--- src/rtl/chan_pop_pkg.sv ---
// Shared types for the channel pop-free controller.
// Assumes nothing beyond a single clock domain.
package chan_pop_pkg;

    typedef enum logic [2:0] {
        ST_HIZ   = 3'd0,
        ST_CM_UP = 3'd1,
        ST_MUTE  = 3'd2,
        ST_G_UP  = 3'd3,
        ST_PLAY  = 3'd4,
        ST_G_DN  = 3'd5,
        ST_CM_DN = 3'd6
    } chan_state_t;

    typedef enum logic [1:0] {
        RAMP_HOLD = 2'd0,
        RAMP_UP   = 2'd1,
        RAMP_DN   = 2'd2
    } ramp_cmd_t;

endpackage

--- src/rtl/chan_ramp_ctr.sv ---
// Saturating up/down step counter for one ramp.
// Moves one step per tick in the commanded direction, clears at once on
// clear. Assumes tick is a single-cycle pulse.
module chan_ramp_ctr
    import chan_pop_pkg::*;
#(
    parameter int STEPS = 16,
    localparam int W = $clog2(STEPS + 1)
) (
    input  logic      clk,
    input  logic      rst_n,
    input  logic      clear,
    input  ramp_cmd_t cmd,
    input  logic      tick,
    output logic [W-1:0] step,
    output logic      at_top,
    output logic      at_bot
);
    localparam logic [W-1:0] TOP = W'(STEPS);

    // Step register: clear, then saturating move on tick.
    always_ff @(posedge clk) begin
        if (!rst_n || clear) begin
            step <= '0;
        end else if (tick) begin
            if (cmd == RAMP_UP && step != TOP) begin
                step <= step + W'(1);
            end else if (cmd == RAMP_DN && step != '0) begin
                step <= step - W'(1);
            end
        end
    end

    // End-of-range flags for the sequencer.
    always_comb begin
        at_top = (step == TOP);
        at_bot = (step == '0);
    end

    p_unit_move_r11: assert property (@(posedge clk) disable iff (!rst_n)
        (!clear) |=> ((int'(step) - int'($past(step))) inside {-1, 0, 1}));

    p_tick_only_r11: assert property (@(posedge clk) disable iff (!rst_n)
        (!clear && !tick) |=> $stable(step));

    p_in_range_r11: assert property (@(posedge clk) disable iff (!rst_n)
        step <= TOP);

endmodule

--- src/rtl/chan_fault_guard.sv ---
// Fault lockout: set by any fault, released only by a fresh play request
// (play_req rising) seen while the fault input is low.
module chan_fault_guard (
    input  logic clk,
    input  logic rst_n,
    input  logic fault,
    input  logic play_req,
    output logic lock
);
    logic play_q;

    // Remember last play request to detect a fresh one.
    always_ff @(posedge clk) begin
        if (!rst_n) begin
            play_q <= 1'b0;
        end else begin
            play_q <= play_req;
        end
    end

    // Lock flag: set on fault, clear on clean rising play request.
    always_ff @(posedge clk) begin
        if (!rst_n) begin
            lock <= 1'b0;
        end else if (fault) begin
            lock <= 1'b1;
        end else if (play_req && !play_q) begin
            lock <= 1'b0;
        end
    end

    p_fault_locks_r9: assert property (@(posedge clk) disable iff (!rst_n)
        fault |=> lock);

    p_stale_keeps_r9: assert property (@(posedge clk) disable iff (!rst_n)
        (lock && !(play_req && !play_q)) |=> lock);

endmodule

--- src/rtl/chan_seq_fsm.sv ---
// Channel sequencer: Hi-Z -> CM ramp up -> mute -> gain ramp up -> play,
// and the reverse. Ramp-downs reverse in place when the request returns.
// Fault or standby low skip all ramps. Assumes ramp counters report
// their end flags from registered step values.
module chan_seq_fsm
    import chan_pop_pkg::*;
(
    input  logic        clk,
    input  logic        rst_n,
    input  logic        standby_n,
    input  logic        fault,
    input  logic        run_req,
    input  logic        play_req,
    input  logic        lock,
    input  logic        cm_top,
    input  logic        cm_bot,
    input  logic        g_top,
    input  logic        g_bot,
    output chan_state_t state,
    output ramp_cmd_t   cm_cmd,
    output ramp_cmd_t   g_cmd,
    output logic        kill,
    output logic        load_code
);
    chan_state_t nxt;
    logic        want_play;

    // Request decode and forced-off condition.
    always_comb begin
        kill      = fault || !standby_n;
        want_play = run_req && play_req;
    end

    // Next-state selection.
    always_comb begin
        nxt = state;
        if (kill) begin
            nxt = ST_HIZ;
        end else begin
            unique case (state)
                ST_HIZ:   if (run_req && !lock) nxt = ST_CM_UP;
                ST_CM_UP: if (!run_req) nxt = ST_CM_DN;
                          else if (cm_top) nxt = ST_MUTE;
                ST_MUTE:  if (!run_req) nxt = ST_CM_DN;
                          else if (play_req) nxt = ST_G_UP;
                ST_G_UP:  if (!want_play) nxt = ST_G_DN;
                          else if (g_top) nxt = ST_PLAY;
                ST_PLAY:  if (!want_play) nxt = ST_G_DN;
                ST_G_DN:  if (want_play) nxt = ST_G_UP;
                          else if (g_bot) nxt = ST_MUTE;
                ST_CM_DN: if (run_req) nxt = ST_CM_UP;
                          else if (cm_bot) nxt = ST_HIZ;
                default:  nxt = ST_HIZ;
            endcase
        end
    end

    // State register.
    always_ff @(posedge clk) begin
        if (!rst_n) begin
            state <= ST_HIZ;
        end else begin
            state <= nxt;
        end
    end

    // Ramp commands follow the present state.
    always_comb begin
        cm_cmd = (state == ST_CM_UP) ? RAMP_UP :
                 (state == ST_CM_DN) ? RAMP_DN : RAMP_HOLD;
        g_cmd  = (state == ST_G_UP)  ? RAMP_UP :
                 (state == ST_G_DN)  ? RAMP_DN : RAMP_HOLD;
        load_code = (state == ST_MUTE) && (nxt == ST_G_UP);
    end

    p_no_skip_r2: assert property (@(posedge clk) disable iff (!rst_n)
        (state == ST_HIZ && !kill) |=> (state == ST_HIZ || state == ST_CM_UP));

    p_play_full_r3: assert property (@(posedge clk) disable iff (!rst_n)
        (state == ST_PLAY) |-> g_top);

    p_mute_at_full_cm_r2: assert property (@(posedge clk) disable iff (!rst_n)
        (state == ST_MUTE) |-> (cm_top && g_bot));

endmodule

--- src/rtl/chan_pop_ctrl.sv ---
// Top: per-channel pop-free Hi-Z / mute / play controller.
// Produces modulator enable plus common-mode and gain step indices.
// Assumes tick comes from a free-running timebase in the same clock domain.
module chan_pop_ctrl
    import chan_pop_pkg::*;
#(
    parameter int CM_STEPS   = 16,
    parameter int GAIN_STEPS = 16,
    localparam int CW = $clog2(CM_STEPS + 1),
    localparam int GW = $clog2(GAIN_STEPS + 1)
) (
    input  logic          clk,
    input  logic          rst_n,
    input  logic          standby_n,
    input  logic          run_req,
    input  logic          play_req,
    input  logic [1:0]    gain_sel,
    input  logic          fault,
    input  logic          tick,
    output logic          mod_en,
    output logic [CW-1:0] cm_step,
    output logic [GW-1:0] gain_step,
    output logic [1:0]    gain_code
);
    localparam logic [CW-1:0] CM_TOP = CW'(CM_STEPS);

    chan_state_t state;
    ramp_cmd_t   cm_cmd;
    ramp_cmd_t   g_cmd;
    logic        kill, load_code, lock;
    logic        cm_top, cm_bot, g_top, g_bot;

    chan_fault_guard u_guard (
        .clk      (clk),
        .rst_n    (rst_n),
        .fault    (fault),
        .play_req (play_req),
        .lock     (lock)
    );

    chan_seq_fsm u_seq (
        .clk       (clk),
        .rst_n     (rst_n),
        .standby_n (standby_n),
        .fault     (fault),
        .run_req   (run_req),
        .play_req  (play_req),
        .lock      (lock),
        .cm_top    (cm_top),
        .cm_bot    (cm_bot),
        .g_top     (g_top),
        .g_bot     (g_bot),
        .state     (state),
        .cm_cmd    (cm_cmd),
        .g_cmd     (g_cmd),
        .kill      (kill),
        .load_code (load_code)
    );

    chan_ramp_ctr #(.STEPS(CM_STEPS)) u_cm_ramp (
        .clk    (clk),
        .rst_n  (rst_n),
        .clear  (kill),
        .cmd    (cm_cmd),
        .tick   (tick),
        .step   (cm_step),
        .at_top (cm_top),
        .at_bot (cm_bot)
    );

    chan_ramp_ctr #(.STEPS(GAIN_STEPS)) u_g_ramp (
        .clk    (clk),
        .rst_n  (rst_n),
        .clear  (kill),
        .cmd    (g_cmd),
        .tick   (tick),
        .step   (gain_step),
        .at_top (g_top),
        .at_bot (g_bot)
    );

    // Gain setting captured when a gain ramp starts from mute.
    always_ff @(posedge clk) begin
        if (!rst_n) begin
            gain_code <= 2'd0;
        end else if (load_code) begin
            gain_code <= gain_sel;
        end
    end

    // Switching runs in every state except Hi-Z.
    always_comb begin
        mod_en = (state != ST_HIZ);
    end

    p_hiz_quiet_r1: assert property (@(posedge clk) disable iff (!rst_n)
        !mod_en |-> (cm_step == '0 && gain_step == '0));

    p_gain_needs_cm_r3: assert property (@(posedge clk) disable iff (!rst_n)
        (gain_step != '0) |-> (cm_step == CM_TOP));

    p_code_held_r4: assert property (@(posedge clk) disable iff (!rst_n)
        (gain_step != '0 && !load_code) |=> $stable(gain_code));

    p_fault_cut_r8: assert property (@(posedge clk) disable iff (!rst_n)
        fault |=> (!mod_en && cm_step == '0 && gain_step == '0));

    p_standby_cut_r10: assert property (@(posedge clk) disable iff (!rst_n)
        !standby_n |=> !mod_en);

    p_locked_off_r9: assert property (@(posedge clk) disable iff (!rst_n)
        lock |-> !mod_en);

endmodule

--- config.mk ---
export PLATFORM = sky130hd
export DESIGN_NAME = chan_pop_ctrl
export DESIGN_NICKNAME = d
export VERILOG_FILES = /design/src/rtl/chan_pop_pkg.sv /design/src/rtl/chan_ramp_ctr.sv /design/src/rtl/chan_fault_guard.sv /design/src/rtl/chan_seq_fsm.sv /design/src/rtl/chan_pop_ctrl.sv
export SDC_FILE = /design/constraint.sdc
export NUM_CORES = 1
export LEC_CHECK = 0
export ABC_AREA = 1
export ABC_CLOCK_PERIOD_IN_PS = 4300
export BUFFER_PORTS_ARGS = -buffer_cell sky130_fd_sc_hd__buf_4
export CAP_MARGIN = 20
export CORE_UTILIZATION = 56
export DETAILED_ROUTE_END_ITERATION = 10
export PLACE_DENSITY = 0.91
export SYNTH_ARGS = -nofsm -noshare
export SYNTH_HDL_FRONTEND = slang
export SYNTH_SLANG_ARGS = --single-unit
--- constraint.sdc ---
create_clock -name clk -period 4.3 [get_ports clk]
set_clock_uncertainty 0.2 [all_clocks]
set_input_delay 0.43 -clock clk [delete_from_list [all_inputs] [get_ports clk]]
set_output_delay 0.43 -clock clk [all_outputs]
set_load 0.01 [all_outputs]
==> impl_metrics.json, run 1 <==
{
  "ys_top_cells_by_area": "dfxtp_1, nand2_1, inv_1, nand3_1, nor2_1",
  "finalPower_uw": 278,
  "fin_crit_sh_pct": 55.6,
  "numClockSinks": 17,
  "fmax_mhz": 419,
  "r2r_setup_slack_ns": 1.91,
  "antenna_found_initial": 0,
  "syn_nets": 194,
  "die_area_mm2": 0.00235,
  "worst_pin_slew_ns": 0.692,
  "h-tree-depth": 1,
  "netlist_instances": 177,
  "crit_path_end_kind": "flip-flop",
  "cp-start-kind": "flip-flop",
  "drtIter0Drc": 21,
  "ys_ff_latch": 17,
  "tns_ns": 0,
  "drt-wirelength-per-cell_um": 11.5,
  "slew_headroom_pct": 53.7,
  "avgSynthCellArea_um2": 6.83,
  "initial_core_util_pct": 60.4,
  "worstPathRequired_ns": 4.30,
  "rr_endpoint": "u_cm_ramp.step[4]$_SDFFE_PP0P_",
  "via_per_inst": 5.30,
  "hold_viol": 0,
  "worst_slack_ns": 1.91,
  "setup-violations-final": 0,
  "final_cell_mix": "nand2_1, inv_1, nor2_1, buf_4, dfxtp_1",
  "insertion_delay_ns": 0.29,
  "cts-resized-gates": 0,
  "n_antenna_cell": 0,
  "final_layout_size_suffix_gt1_share_pct": 25.4,
  "syn_area_mm2": 0.00121,
  "rr_startpoint": "u_seq.state[1]$_SDFF_PN0_",
  "final_common_cell": "nand2_1",
  "post-cts-setup-buffer-count": 0,
  "crit_end": "u_cm_ramp.step[4]$_SDFFE_PP0P_",
  "wirelength_um": 2630,
  "clk_pin_slew_ns": 0.11,
  "cts-root-buf": "clkbuf_4",
  "dr.pass1.iters": 4,
  "rr_worst_depth": 13,
  "cts_buffer_depth": 2,
  "postRouteAntennaNets": 0,
  "worstPathArrival_ns": 2.39,
  "finalCriticalPeriod_ns": 2.39,
  "yosysSeqAreaShare_pct": 28.2,
  "nFillCells": 170,
  "startpoint": "u_seq.state[1]$_SDFF_PN0_",
  "area_growth_pct": 17.6,
  "yosysTopAreaCellShare_pct": 28.2,
  "drc": 0,
  "cts_tree": "done",
  "grt_pass1_vias": 1133,
  "rsz0062_at_grt": "no",
  "status": "complete, no violations",
  "cap_violations": 0,
  "ys_types": 24,
  "core.rowCount": 16,
  "via_count": 1208,
  "core-area_mm2": 0.00200,
  "die_y_um": 48.5,
  "power_density_mw_per_mm2": 196,
  "worst_hold_path_type": "in -> reg",
  "portBuffers": 21,
  "hpwl_um": 2040,
  "grt_max_degree": 12,
  "crit_fanout": 6,
  "gp_congestion": 0.845,
  "cts_made_buffers": 3,
  "drv_slew": 0,
  "yosys.area.top_type": "dfxtp_1",
  "gr-usage-all-layers_pct": 24.1,
  "grt_overflow": 0,
  "pin_count": 22,
  "final_nets": 219,
  "yosys_warnings": 0,
  "crit_type": "reg -> reg",
  "dieWidth_um": 48.5,
  "grt_pass1_wl_um": 4510,
  "ctsHoldBuffers": 0,
  "dp_slack_ns": 1.94,
  "cellLeakagePower_uw": 0.000661,
  "peakVddDrop_mv": 0.150
}
[layout make-up]
class	count	area (µm²)	area share, %
Clock buffer	4	26.3	1.85
Inverter	29	111	7.83
Multi-Input combinational cell	130	752	52.9
Sequential cell	17	340	23.9
Tap cell	27	33.8	2.38
Timing Repair Buffer	21	158	11.1
[synth_stat cells, drive strengths merged]
cell type / number
nand4: 3
nand2: 34
xor2: 4
a41oi: 1
a21oi: 14
xnor2: 2
nor2: 31
fa: 2
inv: 26
dfxtp: 17
o21ai: 15
clkinv: 3
clkbuf: 1
nand3: 17
a21boi: 1
ha: 6
[report_power, final]
part / internal, µW / leakage, µW / switching, µW / total, µW
logic: 11.6 / 0.000509 / 15.9 / 27.4
registers: 159 / 0.000138 / 1.15 / 160
clock network: 36.1 / 0.0000150 / 54.4 / 90.4
[how the worst min path moves through the flow]
stage	start	to	slack, ns	cells past startpoint
after floorplan	u_guard.lock$_SDFFE_PN0P_	u_guard.lock$_SDFFE_PN0P_	0.25	2
after global routing	play_req	u_guard.play_q$_SDFF_PN0_	0.15	3
final	rst_n	u_guard.play_q$_SDFF_PN0_	0.15	3
after global placement	u_guard.lock$_SDFFE_PN0P_	u_guard.lock$_SDFFE_PN0P_	0.27	2
after detailed placement	gain_code[1]$_SDFFE_PN0P_	gain_code[1]$_SDFFE_PN0P_	0.28	2
after CTS	play_req	u_guard.play_q$_SDFF_PN0_	0.15	3
[state kept, by name, indices dropped and copies added, names as in the netlist]
signal	count
gain_code	2
u_cm_ramp.step	5
u_g_ramp.step	5
u_guard.lock	1
u_guard.play_q	1
u_seq.state	3
[critical path, cell delays in order (launching register included)]
cell and delay [ns]:
dfxtp_1 0.44, inv_1 0.13, nand2_2 0.11, nor2_2 0.06, nand2_2 0.16, inv_1 0.07
fa_1 0.40, o21ai_0 0.21, a21oi_1 0.11, xor2_1 0.16, nor2_2 0.11, nand2_1 0.05
nand2_1 0.05, nor2_1 0.04
[metal layers]
layer  vias to the layer above  track usage (%)  part of all wire (%)
li1                        614                -                     -
met1                       547             28.7                    44
met2                        43             44.6                    50
met3                         4             4.40                   4.4
met4                         0             5.88                  0.72
met5                         -                0                     0
[cells by family (layout without fill, tap and decap cells)]
logic type	after synthesis	in the layout	share of synthesized area, %
compound gates	31	31	13.4
fa+ha+maj	8	8	9.52
buf+inv	30	54	9.63
simple gates	85	85	35.0
xor+xnor	6	6	4.35
flops	17	17	28.2
[through the flow]
stage | cells | utilization [%] | hold slack, ns | cell area [µm²]
after global routing | 228 | 71.0 | 0.146 | 1420
after CTS | 228 | 71.0 | 0.150 | 1420
final | 228 | 71.0 | 0.147 | 1420
after detailed placement | 224 | 69.7 | 0.281 | 1400
after floorplan | 177 | - | 0.246 | 1210
after global placement | 224 | 69.7 | 0.269 | 1400
(Power assumes the default switching activity.)
==> run 2: changes to the inputs <==
--- a/config.mk
+++ b/config.mk
@@ -5,13 +5,13 @@
 export SDC_FILE = /design/constraint.sdc
 export NUM_CORES = 1
 export LEC_CHECK = 0
-export ABC_AREA = 1
-export ABC_CLOCK_PERIOD_IN_PS = 4300
+export ABC_AREA = 0
+export ABC_CLOCK_PERIOD_IN_PS = 2009
 export BUFFER_PORTS_ARGS = -buffer_cell sky130_fd_sc_hd__buf_4
 export CAP_MARGIN = 20
-export CORE_UTILIZATION = 56
+export CORE_UTILIZATION = 49
 export DETAILED_ROUTE_END_ITERATION = 10
-export PLACE_DENSITY = 0.91
+export PLACE_DENSITY = 0.85
 export SYNTH_ARGS = -nofsm -noshare
 export SYNTH_HDL_FRONTEND = slang
 export SYNTH_SLANG_ARGS = --single-unit
==> constraint.sdc (replaced) <==
create_clock -name clk -period 2.01 [get_ports clk]
set_clock_uncertainty 0.2 [all_clocks]
set_input_delay 0.201 -clock clk [delete_from_list [all_inputs] [get_ports clk]]
set_output_delay 0.201 -clock clk [all_outputs]
set_load 0.01 [all_outputs]
==> run 2 against run 1 <==
- the run now ends with setup timing left
- critical path type unchanged
- hold slack got worse by 0.072 ns
- core utilization rose by 12 points
- maximum frequency fell by 2.8%
- clock power rose by 130%
- die area rose by 14%
- sequential power rose by 110%
- critical endpoint is now u_g_ramp.step[4]$_SDFFE_PP0P_
- sequential cell count did not move
==> impl_metrics.json, run 2 <==
{
  "die_y_um": 51.6,
  "worstPathArrival_ns": 2.51,
  "cap_violations": 0,
  "cts_made_buffers": 3,
  "grt_pass1_wl_um": 6130,
  "yosysSeqAreaShare_pct": 28.2,
  "final_common_cell": "buf_4",
  "initial_core_util_pct": 53.1,
  "crit_type": "reg -> reg",
  "finalCriticalPeriod_ns": 2.46,
  "gr-usage-all-layers_pct": 31.5,
  "fin_crit_sh_pct": 122,
  "power_density_mw_per_mm2": 332,
  "cp-start-kind": "flip-flop",
  "clk_pin_slew_ns": 0.12,
  "syn_area_mm2": 0.00121,
  "drc": 0,
  "post_dp_cell_area_mm2": 0.00169,
  "slew_headroom_pct": 72.6,
  "avgSynthCellArea_um2": 8.21,
  "pin_count": 22,
  "area_growth_pct": 57.3,
  "yosys_warnings": 0,
  "synth_edf_count": 0,
  "ys_types": 42,
  "n_antenna_cell": 0,
  "grt_pass1_vias": 1326,
  "dr.pass1.iters": 6,
  "syn_nets": 164,
  "dieWidth_um": 51.6,
  "final_nets": 227,
  "cts_buffer_depth": 2,
  "h-tree-depth": 1,
  "rsz0062_at_grt": "yes",
  "peakVddDrop_mv": 0.390,
  "status": "complete, but fails checks",
  "ys_top_cells_by_count": "nor2_1, dfxtp_1, a21oi_1",
  "reg_top3": "u_cm_ramp.step x5, u_g_ramp.step x5, u_seq.state x3",
  "worst_pin_slew_ns": 0.407,
  "worstPathRequired_ns": 2.07,
  "violations": "setup timing",
  "crit_fanout": 2,
  "drv_slew": 0,
  "insertion_delay_ns": 0.31,
  "finalPower_uw": 630,
  "worst_hold_path_type": "in -> reg",
  "via_count": 1480,
  "wirelength_um": 4580,
  "postRouteAntennaNets": 0,
  "ys_ff_latch": 17,
  "final_cells": 237,
  "holdWs_ns": 0.0750,
  "hold_viol": 0,
  "gp_congestion": 0.888,
  "grt_max_degree": 12,
  "portBuffers": 21,
  "final_cell_mix": "buf_4, nor2_1, inv_1",
  "design_area_mm2": 0.00190,
  "yosys.area.top_type": "dfxtp_1",
  "hpwl_um": 2660,
  "yosysTopAreaCellShare_pct": 28.2,
  "drtIter0Drc": 82,
  "ys_top_cells_by_area": "dfxtp_1, a21oi_1, ha_1, nor2_1, mux2i_1",
  "netlist_instances": 147,
  "grt_overflow": 0,
  "final_layout_size_suffix_gt1_share_pct": 48.8,
  "cts-root-buf": "clkbuf_4",
  "nFillCells": 120,
  "crit_path_end_kind": "flip-flop",
  "drt-wirelength-per-cell_um": 19.3,
  "core.rowCount": 17,
  "cts_tree": "done",
  "numClockSinks": 17,
  "synthMostInstantiatedCell": "nor2_1",
  "setup-violations-final": 5,
  "via_per_inst": 6.24,
  "dp_cells": 225,
  "core-area_mm2": 0.00228,
  "cellLeakagePower_uw": 0.000813,
  "die_area_mm2": 0.00267,
  "worst_slack_ns": -0.447,
  "synth_ff_type": "dfxtp_1",
  "async_flop_share_pct": 0,
  "antenna_found_initial": 0,
  "fmax_mhz": 407
}
run 2: cell count changes after synthesis, moves of 4 or more:
| cell | delta |
|---|---|
| nand3_1 | -14 |
| nand2_2 | -8 |
| nand2b_1 | +4 |
| inv_1 | -11 |
| nor2_2 | -7 |
| mux2i_1 | +5 |
| clkbuf_1 | +4 |
| a211oi_1 | +4 |
| o21ai_1 | -6 |
| nand2_1 | -17 |
run 2: worst paths after layout:
kind / startpoint / end / slack [ns] / cells past startpoint
hold reg to reg: gain_code[1]$_SDFFE_PN0P_ / gain_code[1]$_SDFFE_PN0P_ / 0.35 / 2
hold / removal: tick / u_cm_ramp.step[3]$_SDFFE_PP0P_ / 0.08 / 3
setup reg to reg: u_g_ramp.step[3]$_SDFFE_PP0P_ / u_g_ramp.step[4]$_SDFFE_PP0P_ / -0.45 / 10
setup / recovery: u_g_ramp.step[3]$_SDFFE_PP0P_ / u_g_ramp.step[4]$_SDFFE_PP0P_ / -0.45 / 10
run 2: through the flow:
| step | util [%] | worst slack (ns) | TNS, ns |
|---|---|---|---|
| detailed placement | 74.2 | -0.333 | -0.972 |
| CTS | 81.2 | -0.343 | -0.804 |
| finish | 83.5 | -0.447 | -1.24 |
| global route | 83.5 | -0.530 | -1.81 |
| floorplan | - | -0.313 | -0.638 |
| global placement | 74.2 | -0.178 | -0.477 |
run 2: cell families after synthesis:
logic type                 after synthesis  synth area share, %
DFF                                     17                 28.2
xor gates and xnor gates                 8                 5.80
AOI/OAI and AO/OA                       44                 24.3
and+or+nand+nor                         48                 22.7
adders and majority gates                8                 9.53
muxes                                    5                 4.15
buffers and inverters                   17                 5.39
run 2: repair_timing:
| item | 4_1_cts | 5_1_grt |
|---|---|---|
| buffers inserted | 4 | 1 |
| gates resized for setup | 12 | 11 |
| hold buffers | 5 | 0 |
| pin swaps | 19 | 8 |
| gates cloned | 0 | 0 |
| hold endpoints to repair | 4 | 0 |
| endpoints found under the setup margin | 9 | 8 |
run 2: cell type report:
class	instances	area, µm²	area share (%)
Tap cell	28	35.0	1.84
Clock buffer	3	22.5	1.19
Clock inverter	1	7.51	0.395
Sequential cell	17	357	18.8
Timing Repair Buffer	63	493	26.0
Multi-Input combinational cell	113	940	49.5
Inverter	12	45.0	2.37
run 2: worst max-delay path, stage by stage (launching register included):
cell	delay, ns
dfxtp_4	0.38
nor4_4	0.32
nand2_1	0.15
nand2_2	0.14
inv_2	0.06
fa_2	0.35
nand2b_4	0.16
a21oi_4	0.13
xor2_1	0.09
or3_1	0.32
a21oi_1	0.12
run 2: power by group:
| part | internal, µW | switching [µW] | leakage, µW | total (µW) |
|---|---|---|---|---|
| clock | 76.1 | 132 | 0.0000139 | 208 |
| sequential | 338 | 2.84 | 0.000143 | 340 |
| combinational | 40.5 | 41.4 | 0.000656 | 81.9 |
| total | 454 | 176 | 0.000813 | 630 |
run 2: per-layer routing:
| metal | up-vias | wire length (µm) | global-route usage (%) |
|---|---|---|---|
| met5 | - | 0 | 0 |
| met4 | 0 | 338 | 10.4 |
| li1 | 644 | - | - |
| met1 | 686 | 1680 | 38.4 |
| met2 | 111 | 2150 | 54.5 |
| met3 | 39 | 411 | 6.73 |
